### config.mk
export PLATFORM = sky130hd
export DESIGN_NAME = hwsem_bank
export DESIGN_NICKNAME = d
export VERILOG_FILES = /design/src/rtl/hwsem_pkg.sv /design/src/rtl/hwsem_rst_sync.sv /design/src/rtl/hwsem_decode.sv /design/src/rtl/hwsem_cells.sv /design/src/rtl/hwsem_rdmux.sv /design/src/rtl/hwsem_bank.sv
export SDC_FILE = /design/constraint.sdc
export NUM_CORES = 1
export LEC_CHECK = 0
export CORE_MARGIN = 3
export CORE_UTILIZATION = 47
export CTS_CLUSTER_DIAMETER = 120
export DETAILED_ROUTE_END_ITERATION = 10
export PLACE_DENSITY = 0.84
export SLEW_MARGIN = 30
export SYNTH_ARGS = -nofsm -noshare
export SYNTH_HDL_FRONTEND = slang
export SYNTH_SLANG_ARGS = --single-unit
### constraint.sdc
create_clock -name clk -period 2.6 [get_ports clk]
set_clock_uncertainty 0.2 [all_clocks]
set_input_delay 0.26 -clock clk [delete_from_list [all_inputs] [get_ports clk]]
set_output_delay 0.26 -clock clk [all_outputs]
set_load 0.01 [all_outputs]
### src/rtl/hwsem_pkg.sv
package hwsem_pkg;

  localparam int unsigned BUS_W       = 32;
  localparam int unsigned SEM_BASE    = 32'h0000_0800;
  localparam int unsigned STAT_OFS    = 32'h0000_0014;
  localparam int unsigned CODE_LSB    = 24;
  localparam int unsigned CODE_W      = 8;
  localparam int unsigned SEMS_PER_CODE = 32;

  // Count code published in the status word.
  function automatic logic [CODE_W-1:0] count_code(input int unsigned n);
    return CODE_W'(n / SEMS_PER_CODE);
  endfunction

  // Only the four power-of-two bank sizes are legal.
  function automatic bit count_legal(input int unsigned n);
    return (n == 32) || (n == 64) || (n == 128) || (n == 256);
  endfunction

  typedef enum logic [1:0] {
    TGT_NONE = 2'd0,
    TGT_SEM  = 2'd1,
    TGT_STAT = 2'd2
  } hwsem_tgt_e;

endpackage

### src/rtl/hwsem_rst_sync.sv
module hwsem_rst_sync #(
  parameter int unsigned STAGES = 2
) (
  input  logic clk,
  input  logic rst_n,
  output logic rst_sync_n
);

  logic [STAGES-1:0] sync_q;
  logic [STAGES-1:0] sync_d;

  always_comb begin
    sync_d = {sync_q[STAGES-2:0], 1'b1};
  end

  always_ff @(posedge clk or negedge rst_n) begin
    if (!rst_n) begin
      sync_q <= '0;
    end else begin
      sync_q <= sync_d;
    end
  end

  assign rst_sync_n = sync_q[STAGES-1];

endmodule

### src/rtl/hwsem_decode.sv
module hwsem_decode
  import hwsem_pkg::*;
#(
  parameter int unsigned NUM_SEM = 32,
  parameter int unsigned ADDR_W  = 12,
  localparam int unsigned IDX_W  = $clog2(NUM_SEM)
) (
  input  logic [ADDR_W-1:0] addr,
  output hwsem_tgt_e        tgt,
  output logic [IDX_W-1:0]  sem_idx
);

  localparam int unsigned END_OFS = SEM_BASE + 4 * NUM_SEM;
  localparam logic [ADDR_W-1:0] BASE_A = ADDR_W'(SEM_BASE);
  localparam logic [ADDR_W-1:0] END_A  = ADDR_W'(END_OFS);
  localparam logic [ADDR_W-1:0] STAT_A = ADDR_W'(STAT_OFS);

  logic              aligned;
  logic              in_window;
  logic [ADDR_W-1:0] offset;

  always_comb begin
    aligned   = (addr[1:0] == 2'b00);
    in_window = (addr >= BASE_A) && (addr < END_A);
    offset    = addr - BASE_A;
    sem_idx   = IDX_W'(offset >> 2);
    if (aligned && in_window) begin
      tgt = TGT_SEM;
    end else if (addr == STAT_A) begin
      tgt = TGT_STAT;
    end else begin
      tgt = TGT_NONE;
    end
  end

endmodule

### src/rtl/hwsem_cells.sv
module hwsem_cells #(
  parameter int unsigned NUM_SEM = 32,
  localparam int unsigned IDX_W  = $clog2(NUM_SEM)
) (
  input  logic               clk,
  input  logic               rst_n,
  input  logic               acq,
  input  logic               rel,
  input  logic [IDX_W-1:0]   sem_idx,
  output logic [NUM_SEM-1:0] sem_q
);

  logic [NUM_SEM-1:0] sem_d;
  logic [NUM_SEM-1:0] sem_en;

  for (genvar g = 0; g < NUM_SEM; g++) begin : g_cell
    logic sel;
    logic set_c;
    logic clr_c;

    always_comb begin
      sel      = (sem_idx == IDX_W'(g));
      set_c    = acq && sel;
      clr_c    = rel && sel;
      // Release outranks acquire when both land on this cell.
      sem_en[g] = set_c || clr_c;
      sem_d[g]  = clr_c ? 1'b0 : 1'b1;
    end

    always_ff @(posedge clk or negedge rst_n) begin
      if (!rst_n) begin
        sem_q[g] <= 1'b0;
      end else if (sem_en[g]) begin
        sem_q[g] <= sem_d[g];
      end
    end
  end

endmodule

### src/rtl/hwsem_rdmux.sv
module hwsem_rdmux
  import hwsem_pkg::*;
#(
  parameter int unsigned NUM_SEM = 32,
  localparam int unsigned IDX_W  = $clog2(NUM_SEM)
) (
  input  logic               rd,
  input  hwsem_tgt_e         tgt,
  input  logic [IDX_W-1:0]   sem_idx,
  input  logic [NUM_SEM-1:0] sem_q,
  output logic [BUS_W-1:0]   rdata
);

  localparam logic [CODE_W-1:0] CODE = count_code(NUM_SEM);

  logic [BUS_W-1:0] stat_word;

  always_comb begin
    stat_word = '0;
    stat_word[CODE_LSB +: CODE_W] = CODE;
    rdata = '0;
    if (rd) begin
      unique case (tgt)
        TGT_SEM:  rdata = {{(BUS_W-1){1'b0}}, sem_q[sem_idx]};
        TGT_STAT: rdata = stat_word;
        default:  rdata = '0;
      endcase
    end
  end

endmodule

### src/rtl/hwsem_bank.sv
module hwsem_bank
  import hwsem_pkg::*;
#(
  parameter int unsigned NUM_SEM = 32,
  parameter int unsigned ADDR_W  = 12
) (
  input  logic              clk,
  input  logic              rst_n,
  input  logic [ADDR_W-1:0] bus_addr,
  input  logic              bus_rd,
  input  logic              bus_wr,
  input  logic [31:0]       bus_wdata,
  output logic [31:0]       bus_rdata
);

  localparam int unsigned IDX_W = $clog2(NUM_SEM);

  if (!count_legal(NUM_SEM)) begin : g_bad_count
    initial $error("hwsem_bank: NUM_SEM must be 32, 64, 128 or 256");
  end

  logic               rst_sync_n;
  hwsem_tgt_e         tgt;
  logic [IDX_W-1:0]   sem_idx;
  logic [NUM_SEM-1:0] sem_q;
  logic               acq;
  logic               rel;

  hwsem_rst_sync #(.STAGES(2)) u_rst_sync (
    .clk        (clk),
    .rst_n      (rst_n),
    .rst_sync_n (rst_sync_n)
  );

  hwsem_decode #(.NUM_SEM(NUM_SEM), .ADDR_W(ADDR_W)) u_decode (
    .addr    (bus_addr),
    .tgt     (tgt),
    .sem_idx (sem_idx)
  );

  always_comb begin
    acq = bus_rd && (tgt == TGT_SEM);
    rel = bus_wr && (tgt == TGT_SEM) && (bus_wdata == '0);
  end

  hwsem_cells #(.NUM_SEM(NUM_SEM)) u_cells (
    .clk     (clk),
    .rst_n   (rst_sync_n),
    .acq     (acq),
    .rel     (rel),
    .sem_idx (sem_idx),
    .sem_q   (sem_q)
  );

  hwsem_rdmux #(.NUM_SEM(NUM_SEM)) u_rdmux (
    .rd      (bus_rd),
    .tgt     (tgt),
    .sem_idx (sem_idx),
    .sem_q   (sem_q),
    .rdata   (bus_rdata)
  );

endmodule

==> impl_summary.txt, run 1 <==
----------------------------------------------------
[Global route]
  Remaining Overflow, GRT ... 0
  GR met2 Demand/Resource ... 0.370
  GR peak layer ... met2
  Met1 GRT Util ... 0.265
  Largest net degree at the start of global routing ... 33
  Global-route wire length before repair ... ~8600 µm
  GRT met3 Usage ... 0.0471
  GRT Total Usage ... 0.214
  Vias in the first global route ... about 1800
  Initial antenna violation count ... 0

[Drt]
  Number of DRC markers after the initial detailed-route iteration ... 85
  Total wire length after detailed routing ... approximately 5300 µm
  Vias per inst ... between 5 and 6
  Routed len/inst ... ~16 µm
  Total DRC errors in the routed layout ... 0
  Vias ... between 1500 and 2000
  Number of detailed-routing iterations run before antenna repair ... 4
  Routed Antenna Nets ... 0

[Setup path]
  CP required ... 2.14 ns
  Cell with the biggest individual delay on the critical path ... clkdlybuf4s50_1
  Critical Setup Path Class ... primary input to output pin
  Crit. End Element ... output pin
  Critical Path Source Type ... primary input
  Cell-by-cell listing of the critical path ... clkdlybuf4s50_1 -> buf_12 -> nor2b_1 -> a211oi_2 -> a221oi_2 -> a32o_1 -> a22o_1 -> dlygate4sd2_1
  Crit Path Max Fanout ... 21
  Delay of the slowest cell on the worst path ... 0.50 ns
  Arrival time of the worst setup path ... 2.03 ns

[Die]
  Total die area ... 5190 µm²
  Number of rows created at floorplan ... 23
  Die W ... just over 70 µm
  Boundary Pins ... 80
  Initial Utilization ... 0.498
  Height of the die ... just over 70 µm
  Std-Cell Core Area ... approximately 4000 µm²

[Cells and area]
  Final-stage net count ... approximately 330
  Final core utilization ... 0.651
  Number of fill cells in the layout ... 330
  Fraction of final layout cells with drive strength greater than 1 ... 0.144
  Syn-to-layout area delta ... 30.8%
  # diodes ... 0

[STA]
  FMAX ... around 400 MHz
  Final worst path period need ... between 2 and 2.5 ns
  Final setup violation count ... 0
  Final hold vios ... 0
  Worst slew pin tran ... between 0.5 and 0.6 ns
  Hold slack final ... between 0.04 and 0.05 ns
  Slew Viols, Final ... 0
  Fraction of the cycle the final worst path needs ... 0.960
  Unrepaired setup endpoints after global routing ... no
  Max-Slew Margin vs Limit ... 0.619

[Clock network]
  Number of H-tree levels ... 2
  Clock root cell ... clkbuf_8
  Post CTS Setup Buffer Count ... 0
  Clock sink total ... 34
  Clk pin slew, worst setup/hold paths ... 0.07 ns
  Clock tree from TritonCTS ... built
  Worst-skew pair later-pin latency ... roughly 0.28 ns
  CTS max path bufs ... 2
  Clock buffers created by TritonCTS ... 5

[Yosys]
  Number of different library cells in the post-synthesis netlist ... 28
  Count of yosys warnings during synthesis ... 0
  Count of flip-flops with a built-in enable after synthesis ... 0
  Number of flip-flops and latches in the synthesized netlist ... 34
  Cell types occupying the most area after synthesis ... dfrtp_1, a21oi_1, buf_4
  Top cell type's share of synthesized area ... 0.415
  Synth async-reset ratio ... 1.00
  Syn Inst Count ... between 200 and 250
  Most used flip-flop cell after synthesis ... dfrtp_1
  Most common cell in the netlist ... a21oi_1
  Largest area contributor in the netlist ... dfrtp_1
  Syn_area_per_cell ... ~9.1 µm²
  Mapped Area ... between 2000 and 2500 µm²
  Top cells by count, synth ... a21oi_1, dfrtp_1, buf_4
  Sequential area share after synthesis ... 0.415

[Power]
  Register share of total power ... 0.476
  Net Sw Power ... 0.000284 W
  Overall power ... roughly 0.0011 W
  Share of power burned in combinational logic ... 0.166
  Pwr per Cell Area ... around 420 nW/µm²
  Maximum vdd ir drop ... 0.000362 V
  Pleak ... 1.21 nW
  Cell-internal power ... between 0.0008 and 0.0009 W
  Clk network pwr share ... 0.357
  Sw frac ... 0.251

[Placement]
  Port Buffer Count ... 49
  RePlAce Congestion ... roughly 0.97
  Final HPWL DP ... 3990 µm

[Flow run]
  Max Cap Violations ... 0

[Outcome]
  Run status ... finished, final reports clean

[Hold path]
  Hold/Removal Path Class ... flop to async pin

----------------------------------------------------
==> worst paths after layout <==
| path | from | end | slack [ns] | depth (start not counted) |
|---|---|---|---|---|
| worst max-delay path | bus_addr[3] | bus_rdata[0] | 0.11 | 8 |
| worst min-delay path | u_rst_sync.sync_q[1] | u_cells.sem_q[23] | 0.05 | 1 |
| worst max register to register | u_cells.sem_q[11] | u_cells.sem_q[11] | 1.65 | 2 |
| worst min register to register | u_rst_sync.sync_q[1] | u_cells.sem_q[23] | 0.05 | 1 |
| max in group asynchronous | rst_n | u_rst_sync.sync_q[0] | 1.61 | 2 |
| min in group clk | u_rst_sync.sync_q[0] | u_rst_sync.sync_q[1] | 0.15 | 0 |
==> layout make-up <==
type | instances | area, µm² | area share
clock buffers | 6 | 82.6 | 0.0308
inverters | 1 | 3.75 | 0.00140
flip-flops and latches | 34 | 851 | 0.317
clock inverters | 2 | 12.5 | 0.00467
well taps | 50 | 62.6 | 0.0233
multi-input cells | 176 | 1030 | 0.385
repair buffers | 66 | 636 | 0.237
==> placed cells by master, fill, tap and decap left out, types with 2 or more instances in the layout <==
master | netlist | routed
a21oi_1 | 63 | 63
clkdlybuf4s50_1 | 0 | 45
dfrtp_1 | 34 | 34
conb_1 | 2 | 31
buf_4 | 33 | 14
nor2_1 | 13 | 12
mux2i_1 | 12 | 12
nor4_1 | 8 | 8
nand2_1 | 7 | 6
nor3_1 | 7 | 6
clkbuf_8 | 0 | 6
nor2b_1 | 6 | 4
nand2b_1 | 4 | 4
a211oi_2 | 0 | 3
a221oi_1 | 4 | 3
a21oi_2 | 3 | 3
dlygate4sd2_1 | 0 | 3
nor4_2 | 2 | 2
nand2_2 | 1 | 2
nor3_2 | 2 | 2
nor2b_2 | 0 | 2
a32o_1 | 2 | 2
nor4bb_1 | 2 | 2
and2_1 | 2 | 2
==> metal layers <==
| layer | wire length, µm | vias to the layer above |
|---|---|---|
| met3 | 277 | 17 |
| met4 | 107 | 0 |
| met2 | 2690 | 75 |
| met5 | 0 | - |
| li1 | - | 868 |
| met1 | 2230 | 840 |
==> per-stage QoR <==
stage	setup TNS (ns)	setup WS (ns)	cells	cell area, µm²
final	0	0.105	335	2680
after detailed placement	-0.217	-0.176	326	2530
after global placement	-0.210	-0.159	326	2530
after CTS	0	0.0436	335	2670
after global routing	0	0.00226	335	2680
after floorplan	0	0.674	253	2160
==> cells by family (layout without fill, tap and decap cells) <==
family / after synthesis / after routing / share of synthesized area
AOI/OAI and AO/OA: 77 / 77 / 0.213
buffers and inverters: 43 / 75 / 0.155
DFF: 34 / 34 / 0.415
muxes: 12 / 12 / 0.0586
other: 2 / 31 / 0.00367
and+or+nand+nor: 56 / 56 / 0.155
==> sequential cells by signal (all words and copies together) (netlist names) <==
signal and cells:
u_rst_sync.sync_q 2, u_cells.sem_q 32
==> critical path: cells and delay by family <==
family,cells,cell delay [ns]
compound gates,4,0.76
buf+inv,3,0.95
simple gates,1,0.07
==> power groups by stage <==
stage / logic (W) / clock network (W) / registers (W)
6_report: 0.000188 / 0.000403 / 0.000537
5_1_grt: 0.000205 / 0.000430 / 0.000537
4_1_cts: 0.000184 / 0.000412 / 0.000537
3_5_place_dp: 0.000178 / 0 / 0.000547
3_3_place_gp: 0.000175 / 0 / 0.000547
2_1_floorplan: 0.000107 / 0 / 0.000553
==> what timing repair did <==
item                                   in CTS  in global routing
hold buffers                                1                  0
resized for setup                          12                  3
cloned                                      0                  0
endpoints found under the hold margin       2                  0
pin swaps                                   1                  1
setup endpoints to repair                   2                  2
Power figures use the tool's default switching activity.
==> inputs of run 2 (changes only) <==
Settings changed: CAP_MARGIN set to 10, CORE_UTILIZATION 47 to 48, SYNTH_HIERARCHICAL set to 1.
==> run 2 against run 1 <==
Design area increased by 5.4%. Utilization increased by 2.1 points. Cell count decreased by 6.6%. Routed wire length increased by 2.6%. Clock power increased by 20%. Maximum frequency decreased by 3.3%. Via count increased by 0.11%. Die area increased by 4.4%. Global-route usage decreased by 1.6 points. Largest power group unchanged.
==> impl_summary.txt, run 2 <==
----------------------------------------------------
[Cells and area]
  Flip-flop count of the largest register, all copies and words added ... 32 (unchanged)
  Number of fill cells in the layout ... 307 (-7.0%)
  Syn-to-layout area delta ... 28.8%
  Most common cell after layout, fill and taps aside ... a21oi_1
  Final-stage net count ... 310 (-6.6%)
  Fraction of final layout cells with drive strength greater than 1 ... 0.179 (+0.0355)
  Commonest non-fill, non-tap cells in the layout ... a21oi_1, clkdlybuf4s50_1, dfrtp_1
  Biggest regs ... u_cells/sem_q (32), u_rst_sync/sync_q (2)
  Register name with the most flops ... u_cells/sem_q

[Yosys]
  Mapped Area ... 2190 µm² (+7.1%)
  Top cell type's share of synthesized area ... 0.388 (-0.0275)
  Sequential area share after synthesis ... 0.388 (-0.0275)
  Most common cell in the netlist ... a21oi_1
  Syn Inst Count ... 208 (-7.1%)
  Number of flip-flops and latches in the synthesized netlist ... 34 (unchanged)
  Cell types occupying the most area after synthesis ... dfrtp_1, a21oi_1, buf_4
  Most used flip-flop cell after synthesis ... dfrtp_1
  Count of yosys warnings during synthesis ... 6 (+6)
  Number of different library cells in the post-synthesis netlist ... 37 (+32%)
  Syn_area_per_cell ... 10.5 µm² (+15%)
  Largest area contributor in the netlist ... dfrtp_1
  Synth async-reset ratio ... 1.00 (unchanged)
  Count of flip-flops with a built-in enable after synthesis ... 0 (unchanged)
  Top cells by count, synth ... a21oi_1, buf_4, dfrtp_1

[Clock network]
  Clk pin slew, worst setup/hold paths ... 0.07 ns (about the same)
  Number of H-tree levels ... 2 (unchanged)
  Clock tree from TritonCTS ... built
  Clock root cell ... clkbuf_8
  Clock buffers created by TritonCTS ... 5 (unchanged)
  CTS max path bufs ... 2 (unchanged)
  Clock sink total ... 34 (unchanged)
  Worst-skew pair later-pin latency ... 0.28 ns (about the same)

[Die]
  Std-Cell Core Area ... 4200 µm² (+2.1%)
  Initial Utilization ... 0.522 (+0.0243)
  Height of the die ... 73.6 µm (+2.2%)
  Boundary Pins ... 80 (unchanged)
  Number of rows created at floorplan ... 23 (unchanged)
  Die W ... 73.6 µm (+2.2%)
  Total die area ... 5420 µm² (+4.4%)

[Setup path]
  Capture instance of the worst register-to-register path ... u_cells/sem_q[5]
  Worst-case reg-to-reg path depth ... 2 (unchanged)
  Cell with the biggest individual delay on the critical path ... or4_4
  Crit Path Max Fanout ... 8 (-62%)
  Critical Path Source Type ... primary input
  Cell-by-cell listing of the critical path ... clkdlybuf4s50_1 -> or4_4 -> nor3_2 -> buf_4 -> nor4b_2 -> nand2_1 -> nor3_2 -> nor2b_4 -> clkbuf_4 -> a21oi_1
  Critical Setup Path Class ... primary input to flop
  CP required ... 2.56 ns (+0.42 ns)
  Crit. End Element ... flop
  Worst R2R Setup Slack ... 1.65 ns (about the same)
  Delay of the slowest cell on the worst path ... 0.59 ns (+0.09 ns)
  Startpoint of the most critical register-to-register path ... u_cells/sem_q[5]
  CP dominant cell by count ... nor3_2
  Arrival time of the worst setup path ... 2.54 ns (+0.51 ns)

[STA]
  Final worst path period need ... 2.58 ns (+0.0843 ns)
  Hold slack final ... 0.0600 ns (+0.0111 ns)
  Final hold vios ... 0 (unchanged)
  FMAX ... 388 MHz (-3.3%)
  Slew Viols, Final ... 0 (unchanged)
  Final setup violation count ... 0 (unchanged)
  Post-layout worst setup margin ... 0.0209 ns (-0.0843 ns)
  Fraction of the cycle the final worst path needs ... 0.992 (+0.0324)

[Global route]
  GRT Total Usage ... 0.198 (-0.0160)
  Remaining Overflow, GRT ... 0 (unchanged)
  Initial antenna violation count ... 0 (unchanged)
  Vias in the first global route ... 1697 (-3.7%)
  Largest net degree at the start of global routing ... 33 (unchanged)
  Global-route wire length before repair ... 8110 µm (-5.8%)

[Hold path]
  Hold/Removal Path Class ... flop to async pin

[Power]
  Net Sw Power ... 0.000261 W (-7.9%)
  Sw frac ... 0.218 (-0.0332)
  Pwr per Cell Area ... 424 nW/µm² (+0.67%)
  Register share of total power ... 0.449 (-0.027)
  Clk network pwr share ... 0.402 (+0.045)
  Pleak ... 1.28 nW (+5.9%)
  Maximum vdd ir drop ... 0.000341 V (-5.8%)
  Cell-internal power ... 0.000936 W (+11%)
  Share of power burned in combinational logic ... 0.149 (-0.017)

[Drt]
  Number of detailed-routing iterations run before antenna repair ... 4 (unchanged)
  Vias per inst ... 5.76 (+7.1%)
  Total DRC errors in the routed layout ... 0 (unchanged)
  Total wire length after detailed routing ... 5440 µm (+2.6%)
  Vias ... 1802 (+0.11%)
  Routed len/inst ... 17.4 µm (+9.9%)
  Number of DRC markers after the initial detailed-route iteration ... 196 (+130%)
  Routed Antenna Nets ... 0 (unchanged)

[Placement]
  Port Buffer Count ... 49 (unchanged)
  Final HPWL DP ... 3790 µm (-5.0%)
  RePlAce Congestion ... 0.821 (-15%)
  Pre-CTS setup slack ... -0.458 ns (-0.282 ns)

[Flow run]
  Max Cap Violations ... 0 (unchanged)

[Outcome]
  Run status ... finished, final reports clean

----------------------------------------------------
==> run 2: per-layer routing <==
layer | global-route usage | wire [µm] | share of wire
met5 | 0 | 0 | 0
met3 | 0.0616 | 604 | 0.11
met1 | 0.253 | 2100 | 0.39
met4 | 0.0825 | 46 | 0.0085
met2 | 0.312 | 2690 | 0.49
==> run 2: logic make-up after synthesis <==
family / after synthesis / synth area share
compound gates: 65 / 0.149
flops: 34 / 0.388
other cells: 2 / 0.00342
mux: 11 / 0.116
simple gates: 46 / 0.187
buf+inv: 50 / 0.157
==> run 2: power groups by stage <==
| stage | clock network (W) | logic (W) | registers [W] |
|---|---|---|---|
| floorplan | 0 | 0.000112 | 0.000553 |
| detailed placement | 0 | 0.000170 | 0.000547 |
| CTS | 0.000501 | 0.000173 | 0.000537 |
| global route | 0.000527 | 0.000194 | 0.000537 |
| finish | 0.000482 | 0.000178 | 0.000537 |
| global placement | 0 | 0.000166 | 0.000547 |
==> run 2: cell type report <==
type / count / area, µm² / share of cell area
timing repair buffer: 67 / 652 / 0.231
tap: 50 / 62.6 / 0.0221
multi-input combinational: 153 / 1140 / 0.404
clock inverter: 1 / 30.0 / 0.0106
sequential: 34 / 851 / 0.301
inverter: 1 / 3.75 / 0.00133
clock buffer: 6 / 82.6 / 0.0292
antenna: 1 / 2.50 / 0.000886
==> run 2: worst max path at each step <==
| stage | startpoint | end | slack, ns | cells after the start |
|---|---|---|---|---|
| after detailed placement | bus_addr[4] | bus_rdata[0] | -0.46 | 6 |
| after CTS | u_cells/sem_q[5] | bus_rdata[0] | 0.02 | 5 |
| after global placement | bus_addr[4] | bus_rdata[0] | -0.43 | 6 |
| after floorplan | bus_addr[1] | u_cells/sem_q[11] | 0.003 | 9 |
| after global routing | bus_addr[1] | u_cells/sem_q[2] | -0.05 | 10 |
| final | bus_addr[1] | u_cells/sem_q[10] | 0.02 | 10 |
==> run 2: repair_timing <==
item	in CTS	in global routing
endpoints found under the hold margin	2	0
hold buffers	1	0
pin swaps	1	1
endpoints found under the setup margin	28	21
cloned	0	1
setup buffers	1	0
resized for setup	12	8
==> run 2: through the flow <==
| stage | std cells | util | area, µm² | setup TNS (ns) | total power (W) |
|---|---|---|---|---|---|
| after floorplan | 237 | - | 2300 | 0 | 0.000665 |
| after global placement | 302 | 0.631 | 2650 | -7.79 | 0.000713 |
| after detailed placement | 302 | 0.631 | 2650 | -10.27 | 0.000717 |
| after CTS | 311 | 0.666 | 2800 | 0 | 0.00121 |
| after global routing | 312 | 0.672 | 2820 | -0.502 | 0.00126 |
| final | 313 | 0.672 | 2830 | 0 | 0.00120 |
==> run 2: critical path, delay by kind of cell <==
kind / cells / cell delay [ns]
buffers and inverters: 3 / 0.80
AO/OA/AOI/OAI: 1 / 0.09
AND/OR/NAND/NOR: 6 / 1.38
==> inputs of run 3 (changes only) <==
Settings changed: CTS_CLUSTER_DIAMETER 120 to 150.
==> results of run 3 <==
The final DEF is identical to that of run 2; final timing and power are the same.
